--- config.mk ---
export PLATFORM = sky130hd
export DESIGN_NAME = fpu_resv_hazard
export DESIGN_NICKNAME = d
export VERILOG_FILES = /design/src/rtl/fpu_resv_pkg.sv /design/src/rtl/fpu_resv_pattern.sv /design/src/rtl/fpu_resv_check.sv /design/src/rtl/fpu_resv_table.sv /design/src/rtl/fpu_resv_hazard.sv
export SDC_FILE = /design/constraint.sdc
export NUM_CORES = 1
export LEC_CHECK = 0
export BUFFER_PORTS_ARGS = -buffer_cell sky130_fd_sc_hd__buf_4
export CAP_MARGIN = 0
export CORE_UTILIZATION = 50
export CTS_CLUSTER_SIZE = 14
export DETAILED_ROUTE_END_ITERATION = 6
export GPL_TIMING_DRIVEN = 0
export PLACE_DENSITY = 0.67
export SLEW_MARGIN = 20
export SYNTH_ARGS = -nofsm -noshare
export SYNTH_HDL_FRONTEND = slang
export SYNTH_SLANG_ARGS = --single-unit
--- constraint.sdc ---
create_clock -name clk_i -period 2.6 [get_ports clk_i]
set_input_delay 0.39 -clock clk_i [delete_from_list [all_inputs] [get_ports clk_i]]
set_output_delay 0.39 -clock clk_i [all_outputs]
set_load 0.05 [all_outputs]
--- src/rtl/fpu_resv_pkg.sv ---
package fpu_resv_pkg;
  localparam int NRES = 7;
  localparam int B_D  = 0;
  localparam int B_F0 = 1;
  localparam int B_F1 = 2;
  localparam int B_F2 = 3;
  localparam int B_F3 = 4;
  localparam int B_MA = 5;
  localparam int B_MB = 6;

  typedef logic [NRES-1:0] res_t;

  localparam res_t M_D  = res_t'(1) << B_D;
  localparam res_t M_F0 = res_t'(1) << B_F0;
  localparam res_t M_F1 = res_t'(1) << B_F1;
  localparam res_t M_F2 = res_t'(1) << B_F2;
  localparam res_t M_F3 = res_t'(1) << B_F3;
  localparam res_t M_MA = res_t'(1) << B_MA;

  typedef enum logic [2:0] {
    CL_SP_ARITH = 3'd0,
    CL_SP_DIV   = 3'd1,
    CL_DP_ARITH = 3'd2,
    CL_DP_DIV   = 3'd3,
    CL_IMUL     = 3'd4,
    CL_STAT_LD  = 3'd5,
    CL_DP_CONV  = 3'd6,
    CL_NONE     = 3'd7
  } cls_e;

  // fixed resources of class c at offset k
  function automatic res_t slot_res(cls_e c, int k);
    res_t r = '0;
    unique case (c)
      CL_SP_ARITH: begin
        if (k == 1) r = M_F0 | M_F1;
        else if (k == 2) r = M_F2;
      end
      CL_SP_DIV: begin
        if (k == 1) r = M_F0 | M_F1 | M_F3;
        else if (k == 2) r = M_F2 | M_F3;
        else if (k >= 3 && k <= 9) r = M_F3;
        else if (k == 10) r = M_F1 | M_F3;
        else if (k == 11) r = M_F2;
      end
      CL_DP_ARITH: begin
        if (k == 1) r = M_F0 | M_F1;
        else if (k >= 2 && k <= 6) r = M_F1 | M_F2;
        else if (k == 7) r = M_F2;
      end
      CL_DP_DIV: begin
        if (k == 1) r = M_F0 | M_F1 | M_F3;
        else if (k == 2) r = M_F1 | M_F2 | M_F3;
        else if (k == 3) r = M_F2 | M_F3;
        else if (k >= 4 && k <= 19) r = M_F3;
        else if (k == 20) r = M_F1 | M_F3;
        else if (k == 21 || k == 22) r = M_F1 | M_F2 | M_F3;
        else if (k == 23) r = M_F2;
      end
      CL_IMUL: begin
        if (k == 0) r = M_D;
        else if (k == 1) r = M_D | M_MA;
        else if (k == 5) r = M_F2;
      end
      CL_STAT_LD: begin
        if (k == 0) r = M_D;
        else if (k >= 2 && k <= 4) r = M_F1;
      end
      CL_DP_CONV: begin
        if (k == 1) r = M_F0 | M_F1;
        else if (k == 2) r = M_F1 | M_F2;
        else if (k == 3) r = M_F2;
      end
      default: r = '0;
    endcase
    return r;
  endfunction

  // offsets where one of the two multiply sub-units is needed
  function automatic logic slot_flex(cls_e c, int k);
    return (c == CL_IMUL) && (k >= 2) && (k <= 4);
  endfunction
endpackage

--- src/rtl/fpu_resv_pattern.sv ---
module fpu_resv_pattern
  import fpu_resv_pkg::*;
#(
  parameter int DEPTH = 32
) (
  input  logic [2:0]                 cls_i,
  output logic [DEPTH-1:0][NRES-1:0] base_o,
  output logic [DEPTH-1:0]           flex_o
);
  cls_e cls;
  assign cls = cls_e'(cls_i);

  for (genvar k = 0; k < DEPTH; k++) begin : g_slot
    assign base_o[k] = slot_res(cls, k);
    assign flex_o[k] = slot_flex(cls, k);
  end
endmodule

--- src/rtl/fpu_resv_check.sv ---
module fpu_resv_check
  import fpu_resv_pkg::*;
#(
  parameter int DEPTH = 32
) (
  input  logic [DEPTH-1:0][NRES-1:0] base_i,
  input  logic [DEPTH-1:0]           flex_i,
  input  logic [DEPTH-1:0][NRES-1:0] occ_i,
  output logic [DEPTH-1:0][NRES-1:0] req_o,
  output logic                       clash_o
);
  logic [DEPTH-1:0] bad;

  for (genvar k = 0; k < DEPTH; k++) begin : g_cyc
    logic [NRES-1:0] r;
    logic            b;
    always_comb begin
      r = base_i[k];
      b = 1'b0;
      if (flex_i[k]) begin
        if (occ_i[k][B_F1])      b = 1'b1;
        else if (!occ_i[k][B_MA]) r[B_MA] = 1'b1;
        else if (!occ_i[k][B_MB]) r[B_MB] = 1'b1;
        else                      b = 1'b1;
      end
      if (|(r & occ_i[k])) b = 1'b1;
      // multiply sub-units exclude F1 in the same cycle
      if (r[B_F1] && (occ_i[k][B_MA] || occ_i[k][B_MB])) b = 1'b1;
      if ((r[B_MA] || r[B_MB]) && occ_i[k][B_F1]) b = 1'b1;
    end
    assign req_o[k] = r;
    assign bad[k]   = b;
  end

  assign clash_o = |bad;
endmodule

--- src/rtl/fpu_resv_table.sv ---
module fpu_resv_table
  import fpu_resv_pkg::*;
#(
  parameter int DEPTH = 32
) (
  input  logic                       clk_i,
  input  logic                       rst_ni,
  input  logic                       commit_i,
  input  logic [DEPTH-1:1][NRES-1:0] req_i,
  output logic [DEPTH-1:0][NRES-1:0] occ_o
);
  logic [DEPTH-1:0][NRES-1:0] occ_q;

  // entry k holds use k cycles ahead; offset 0 of a request is spent now
  for (genvar k = 0; k < DEPTH; k++) begin : g_row
    if (k == DEPTH-1) begin : g_last
      always_ff @(posedge clk_i or negedge rst_ni) begin
        if (!rst_ni) occ_q[k] <= '0;
        else         occ_q[k] <= '0;
      end
    end else begin : g_mid
      always_ff @(posedge clk_i or negedge rst_ni) begin
        if (!rst_ni) occ_q[k] <= '0;
        else         occ_q[k] <= occ_q[k+1] | (commit_i ? req_i[k+1] : '0);
      end
    end
  end

  assign occ_o = occ_q;
endmodule

--- src/rtl/fpu_resv_hazard.sv ---
module fpu_resv_hazard
  import fpu_resv_pkg::*;
#(
  parameter int DEPTH = 32  // must exceed the longest pattern (24)
) (
  input  logic       clk_i,
  input  logic       rst_ni,
  input  logic       valid_i,
  input  logic [2:0] cls_i,
  output logic       accept_o,
  output logic       conflict_o
);
  logic [DEPTH-1:0][NRES-1:0] base;
  logic [DEPTH-1:0]           flex;
  logic [DEPTH-1:0][NRES-1:0] req;
  logic [DEPTH-1:0][NRES-1:0] occ;
  logic                       clash;
  logic                       known;
  logic [NRES-1:0]            occ_now;

  fpu_resv_pattern #(.DEPTH(DEPTH)) u_pattern (
    .cls_i  (cls_i),
    .base_o (base),
    .flex_o (flex)
  );

  fpu_resv_check #(.DEPTH(DEPTH)) u_check (
    .base_i  (base),
    .flex_i  (flex),
    .occ_i   (occ),
    .req_o   (req),
    .clash_o (clash)
  );

  fpu_resv_table #(.DEPTH(DEPTH)) u_table (
    .clk_i    (clk_i),
    .rst_ni   (rst_ni),
    .commit_i (accept_o),
    .req_i    (req[DEPTH-1:1]),
    .occ_o    (occ)
  );

  assign known      = (cls_i != CL_NONE);
  assign accept_o   = valid_i && known && !clash;
  assign conflict_o = valid_i && known && clash;
  assign occ_now    = occ[0];
endmodule

Yosys cells after proc, flatten, opt, wreduce, memory -nomap -nowiden --
Index checks and enable logic that the tools add are counted.
Cells by class: equality and inequality tests 7, mux-type cells 125, bitwise gates (word level) 45, reduce and logical (&&, ||, !) cells 116
Operators by type and width (count):
- $reduce_or A7 Y1 | 23
- $or A7 B7 Y7 | 19
- $and A5 B7 Y7 | 18
- $mux W1 | 91
- $mux W5 | 13
- $pmux W5 S5 | 2
- $logic_and A1 B1 Y1 | 48
- $pmux W5 S2 | 4
- $pmux W5 S3 | 2
- $logic_or A1 B1 Y1 | 26
- $reduce_or A23 Y1 | 1
- $and A7 B7 Y7 | 3
- $mux W7 | 3
- $or A7 B5 Y7 | 3
- $pmux W6 S3 | 1
- $mux W2 | 6
- $logic_or A1 B1 Y1 const AB | 10
- $eq A3 B3 Y1 const B | 3
- $mux W4 | 2
- $and A1 B7 Y7 | 1
- $and A6 B7 Y7 | 1
- $eq A3 B2 Y1 const B | 2
- $mux W6 | 1
- $reduce_or A2 Y1 | 3
- other kinds (7) | 7
Storage, ports and cells: flip-flop bits (word level) 161, input bits 6, output and inout bits 2, word-level logic and storage cells 316

Logic depth before layout (Yosys ltp) --
depth in word-level cells 14, gate-level depth with buffers 7, mapped depth without buffers 5

By module --
A second synthesis with hierarchy kept.
Unflattened totals: cell total of the unflattened synthesis 1251, area total of the unflattened synthesis 12990.0 um^2
By module, submodules not included:
- fpu_resv_table | times used 1, cells each 466, area an instance 7323.3 um^2, seq. area each 5430.2 um^2
- fpu_resv_check | times used 1, cells each 519, area an instance 3703.6 um^2, seq. area each 0.0 um^2
- fpu_resv_pattern | times used 1, cells each 262, area an instance 1931.9 um^2, seq. area each 0.0 um^2
- fpu_resv_hazard | times used 1, cells each 4, area an instance 31.3 um^2, seq. area each 0.0 um^2

Least setup slack after synthesis --
Ideal clock, no wire load.
path type input to output, start point input port cls_i[1], end point output port accept_o, arrival time 2.179 ns, data required time 2.210 ns, slack 0.031 ns, cell stages on the path 7, buffers on the path 2, path through buf_4 -> nand3_2 -> o31a_1 -> a221oi_4 -> and4_1 -> buf_4 -> nor2b_1
On the way: cells in the longest elaborated chain, start to end 11, elaborated cells between the ends (all ways) 169, those cells by class eq/ne: 7; mux: 89; bitwise: 23; reduce/logical: 50
Ends and longest elaborated chain:
- from (decl) | RTL line fpu_resv_hazard.sv:9 | input logic [2:0] cls_i,
- $eq A3 B3 Y1, or another cell as far along | RTL line fpu_resv_pkg.sv:34 | unique case (c)
- $reduce_or A2 Y1 (no line) or $reduce_or A3 Y1 (tied branches)
- $pmux W5 S5, or another cell as far along | RTL line fpu_resv_pkg.sv:34
- $and A7 B7 Y7, or another cell as far along | RTL line fpu_resv_check.sv:26 | if (|(r & occ_i[k])) b = 1'b1;
- $reduce_or A7 Y1 | RTL line fpu_resv_check.sv:26
- $mux W1 | RTL line fpu_resv_check.sv:26
- $mux W1 | RTL line fpu_resv_check.sv:28 | if (r[B_F1] && (occ_i[k][B_MA] || occ_i[k][B_MB])) b = 1'b1;
- $mux W1 | RTL line fpu_resv_check.sv:29 | if ((r[B_MA] || r[B_MB]) && occ_i[k][B_F1]) b = 1'b1;
- $reduce_or A23 Y1 | RTL line fpu_resv_check.sv:35 | assign clash_o = |bad;
- $logic_not A1 Y1 | RTL line fpu_resv_hazard.sv:44 | assign accept_o = valid_i && known && !clash;
- $logic_and A1 B1 Y1 (*) | RTL line fpu_resv_hazard.sv:44
- to (decl) | RTL line fpu_resv_hazard.sv:10 | output logic accept_o,
Every way passes the cells marked *; elsewhere a longest branch is shown, timed or not.

Worst setup path in the final report --
start point register u_table.occ_q, in the netlist u_table.occ_o[20], end point output port accept_o
On the way: cells in the longest elaborated chain, start to end 12, elaborated cells between the ends (all ways) 20, those cells by class mux: 11; bitwise: 1; reduce/logical: 8
Ends and longest elaborated chain:
- from (decl) | RTL line fpu_resv_table.sv:12 | logic [DEPTH-1:0][NRES-1:0] occ_q;
- from (signal, indexed assignment) | RTL line fpu_resv_table.sv:24 | else occ_q[k] <= occ_q[k+1] | (commit_i ? req_i[k+1] : '0);
- $mux W1 | RTL line fpu_resv_check.sv:23 | else if (!occ_i[k][B_MB]) r[B_MB] = 1'b1;
- $mux W1 | RTL line fpu_resv_check.sv:22 | else if (!occ_i[k][B_MA]) r[B_MA] = 1'b1;
- $mux W2 | RTL line fpu_resv_check.sv:21 | if (occ_i[k][B_F1]) b = 1'b1;
- $mux W2 | RTL line fpu_resv_check.sv:20 | if (flex_i[k]) begin
- $and A7 B7 Y7 | RTL line fpu_resv_check.sv:26
- $reduce_or A7 Y1 | RTL line fpu_resv_check.sv:26
- $mux W1 | RTL line fpu_resv_check.sv:26
- $mux W1 | RTL line fpu_resv_check.sv:28
- $mux W1 (*) | RTL line fpu_resv_check.sv:29
- $reduce_or A23 Y1 (*) | RTL line fpu_resv_check.sv:35
- $logic_not A1 Y1 (*) | RTL line fpu_resv_hazard.sv:44
- $logic_and A1 B1 Y1 (*) | RTL line fpu_resv_hazard.sv:44
Marks and branches as above.

==> impl_metrics.ini <==
[placed_design]
gp_congestion = 0.914
dp_cells = 208
port_buffers = 6
dp_hpwl_mm = 2.19
dpl_cell_area_um2 = 1990

[power_and_ir_drop]
p_leak_nw = 1.14
power_w = 0.00199
switching_share_pct = 28.2
powerDensity_nw_per_um2 = 921
comb_power_share_pct = 22.9
p_seq_share_pct = 51.1
power_switching_w = 0.000562
clkPwrFrac_pct = 26.0
p_int_w = 0.00143
max-vdd-ir-drop_uv = 569

[critical_path]
cp-end-kind = output pin
cp_max_fo = 9
ff2ff_path_depth = 6
r2r_slack_ns = 0.83
cp.arrival_ns = 2.13
r2r_start = u_table.occ_o[20]$_DFF_PN0_
timing.rr.end = u_table.occ_o[46]$_DFF_PN0_
criticalPathCategory = register to output pin
crit_required_ns = 2.21
cp-start-kind = register

[synth]
ys_ff_latch = 49
syn_nets = 162
synth-seq-area-share_pct = 65.0
yosys_warnings = 0
syn_avg_cell_area_um2 = 12.1
syn_inst = 156
synth_area_um2 = 1890
synth_cell_types = 31

[sta]
worst_slew_pin_slew_ns = 0.587
fmax_mhz = 397
slew_violations = 0
rsz0062_at_grt = no
setup_viol = 0
max_slew_margin_pct = 60.8
hold_viol = 0
layout_min_cycle_time_ns = 2.52
period_share_pct = 97.0
fin_skew_ns = 0.00332
whs_ns = 0.0979

[floorplanning]
io_pins = 8
die-area_um2 = 4020
rows = 21
fp.dieW_um = 63.4
die_y_um = 63.4
start_util_pct = 54.4
core_area_um2 = 3470

[final_layout]
nFillCells = 305
multiInputGateArea_um2 = 621
largest_register_ffs = 49
finalNetCount = 179
antenna_cells = 0
seq_area_um2 = 1230
fin_area_um2 = 2160
layout-drive-gt1-share_pct = 20.2
finalNonFillerCells = 219
syn_to_final_growth_pct = 14.7

[grt]
grt.busiest_layer = met2
grt_overflow_total = 0
grt_pass1_vias = 1179
grt_use_met1_pct = 27.0
use_met3_pct = 5.07
grt_pass1_wl_mm = 5.68
met2_usage_pct = 27.7
grt_max_degree = 50
grtUsageTotal_pct = 19.1
antenna_found_initial = 0

[cts]
tritoncts = built
insertion_delay_ns = 0.30
numCtsBuffers = 5
ctsHtreeMaxLevel = 2
root_buffer = clkbuf_8
cts_hold_buf = 0
cts_buffer_depth = 2
clk_pin_slew_ns = 0.08
cts.sinks = 49

[job]
drv_cap = 0

[route]
wl_per_cell_um = 14.9
drtIter0Drc = 125
wl_mm = 3.27
drtPass1Iterations = 5
drc = 0
ant_nets = 0
route.vias.total = 1230
avgViaCountPerCell = 5.62

[hold_path]
min_path_type = input port to asynchronous set/reset pin

[status]
status = finished, final reports clean
-- worst max-delay path, stage by stage (launching register included) --
cell and delay, ns:
dfrtp_1 0.41, a211oi_2 0.24, o21ai_1 0.12, a221oi_4 0.30
and4_1 0.24, buf_4 0.17, nor2b_1 0.18, buf_6 0.17
-- Yosys cell counts, drive strengths merged --
| cell type | number | area (µm²) |
|---|---|---|
| a21oi | 5 | 25.0 |
| nand3 | 3 | 20.0 |
| a31o | 2 | 17.5 |
| a211oi | 3 | 22.5 |
| and3b | 1 | 8.76 |
| o221ai | 1 | 8.76 |
| o22ai | 2 | 12.5 |
| nor4 | 4 | 25.0 |
| a41o | 4 | 40.0 |
| a21o | 1 | 7.51 |
| buf | 5 | 38.8 |
| dfrtp | 49 | 1230 |
| clkbuf | 1 | 3.75 |
| nor3 | 9 | 50.1 |
| a311oi | 1 | 15.0 |
| and4 | 1 | 8.76 |
| nand4 | 4 | 25.0 |
| nand2b | 28 | 178 |
| o31a | 1 | 8.76 |
| o21ai | 3 | 15.0 |
| nand2 | 7 | 26.3 |
| inv | 8 | 30.0 |
| nor2 | 11 | 41.3 |
| nor2b | 1 | 6.26 |
| a221oi | 1 | 26.3 |
-- layout make-up --
type / count / share of cell area, %
flip-flops and latches: 49 / 56.7
clock inverters: 2 / 1.79
repair buffers: 10 / 3.64
plain buffers: 6 / 1.97
clock buffers: 5 / 3.18
well taps: 46 / 2.66
inverters: 8 / 1.39
multi-input cells: 93 / 28.7
-- power groups by stage --
| stage | Clock [W] | Combinational (W) | Sequential, W |
|---|---|---|---|
| global placement | 0 | 0.000396 | 0.00102 |
| finish | 0.000517 | 0.000457 | 0.00102 |
| detailed placement | 0 | 0.000408 | 0.00102 |
| global route | 0.000556 | 0.000500 | 0.00104 |
| floorplan | 0 | 0.000313 | 0.000997 |
| CTS | 0.000530 | 0.000422 | 0.00101 |
-- cells by family (layout without fill, tap and decap cells) --
kind of cell,after synthesis,count (layout),synth area share [%]
buffers and inverters,14,31,3.85
and+or+nand+nor,69,69,20.6
AOI/OAI and AO/OA,24,24,10.5
DFF,49,49,65.0
-- cells in the final DEF, fill, tap and decap left out, types with 2 or more instances in the layout --
master and instances:
dfrtp_1 49, nand2b_1 27, buf_4 12, nor2_1 10, nor3_1 8, nand2_1 7, inv_1 7, a21oi_1 5
clkbuf_8 5, nand4_1 4, a41o_1 4, buf_6 2, a211oi_1 2, o22ai_1 2, nor4_1 2, nand3_1 2
a31o_2 2
-- stage by stage --
step	setup TNS (ns)	util (%)	setup slack (ns)
finish	0	62.4	0.0781
global route	0	62.4	0.000951
CTS	0	60.9	0.00857
detailed placement	-0.0300	57.4	-0.0300
global placement	0	57.4	0.0451
floorplan	0	-	0.0313
-- how the worst max path moves through the flow --
stage / start / to / slack (ns) / depth (start not counted)
global placement: cls_i[1] / accept_o / 0.05 / 9
floorplan: cls_i[1] / accept_o / 0.03 / 7
detailed placement: cls_i[1] / accept_o / -0.03 / 9
CTS: u_table.occ_o[24]$_DFF_PN0_ / accept_o / 0.009 / 7
finish: u_table.occ_o[20]$_DFF_PN0_ / accept_o / 0.08 / 7
global route: u_table.occ_o[20]$_DFF_PN0_ / accept_o / 0.001 / 7
-- routing by layer --
metal / share of wire [%] / wire length, µm
met4: 2.4 / 78
met2: 44 / 1460
met1: 47 / 1540
met5: 0 / 0
met3: 6.1 / 200
-- timing repair --
item | CTS | global route
resized for setup | 2 | 7
buffers inserted | 1 | 3
pin swaps | 1 | 4
endpoints found under the setup margin | 2 | 2
(Power assumes the default switching activity.)
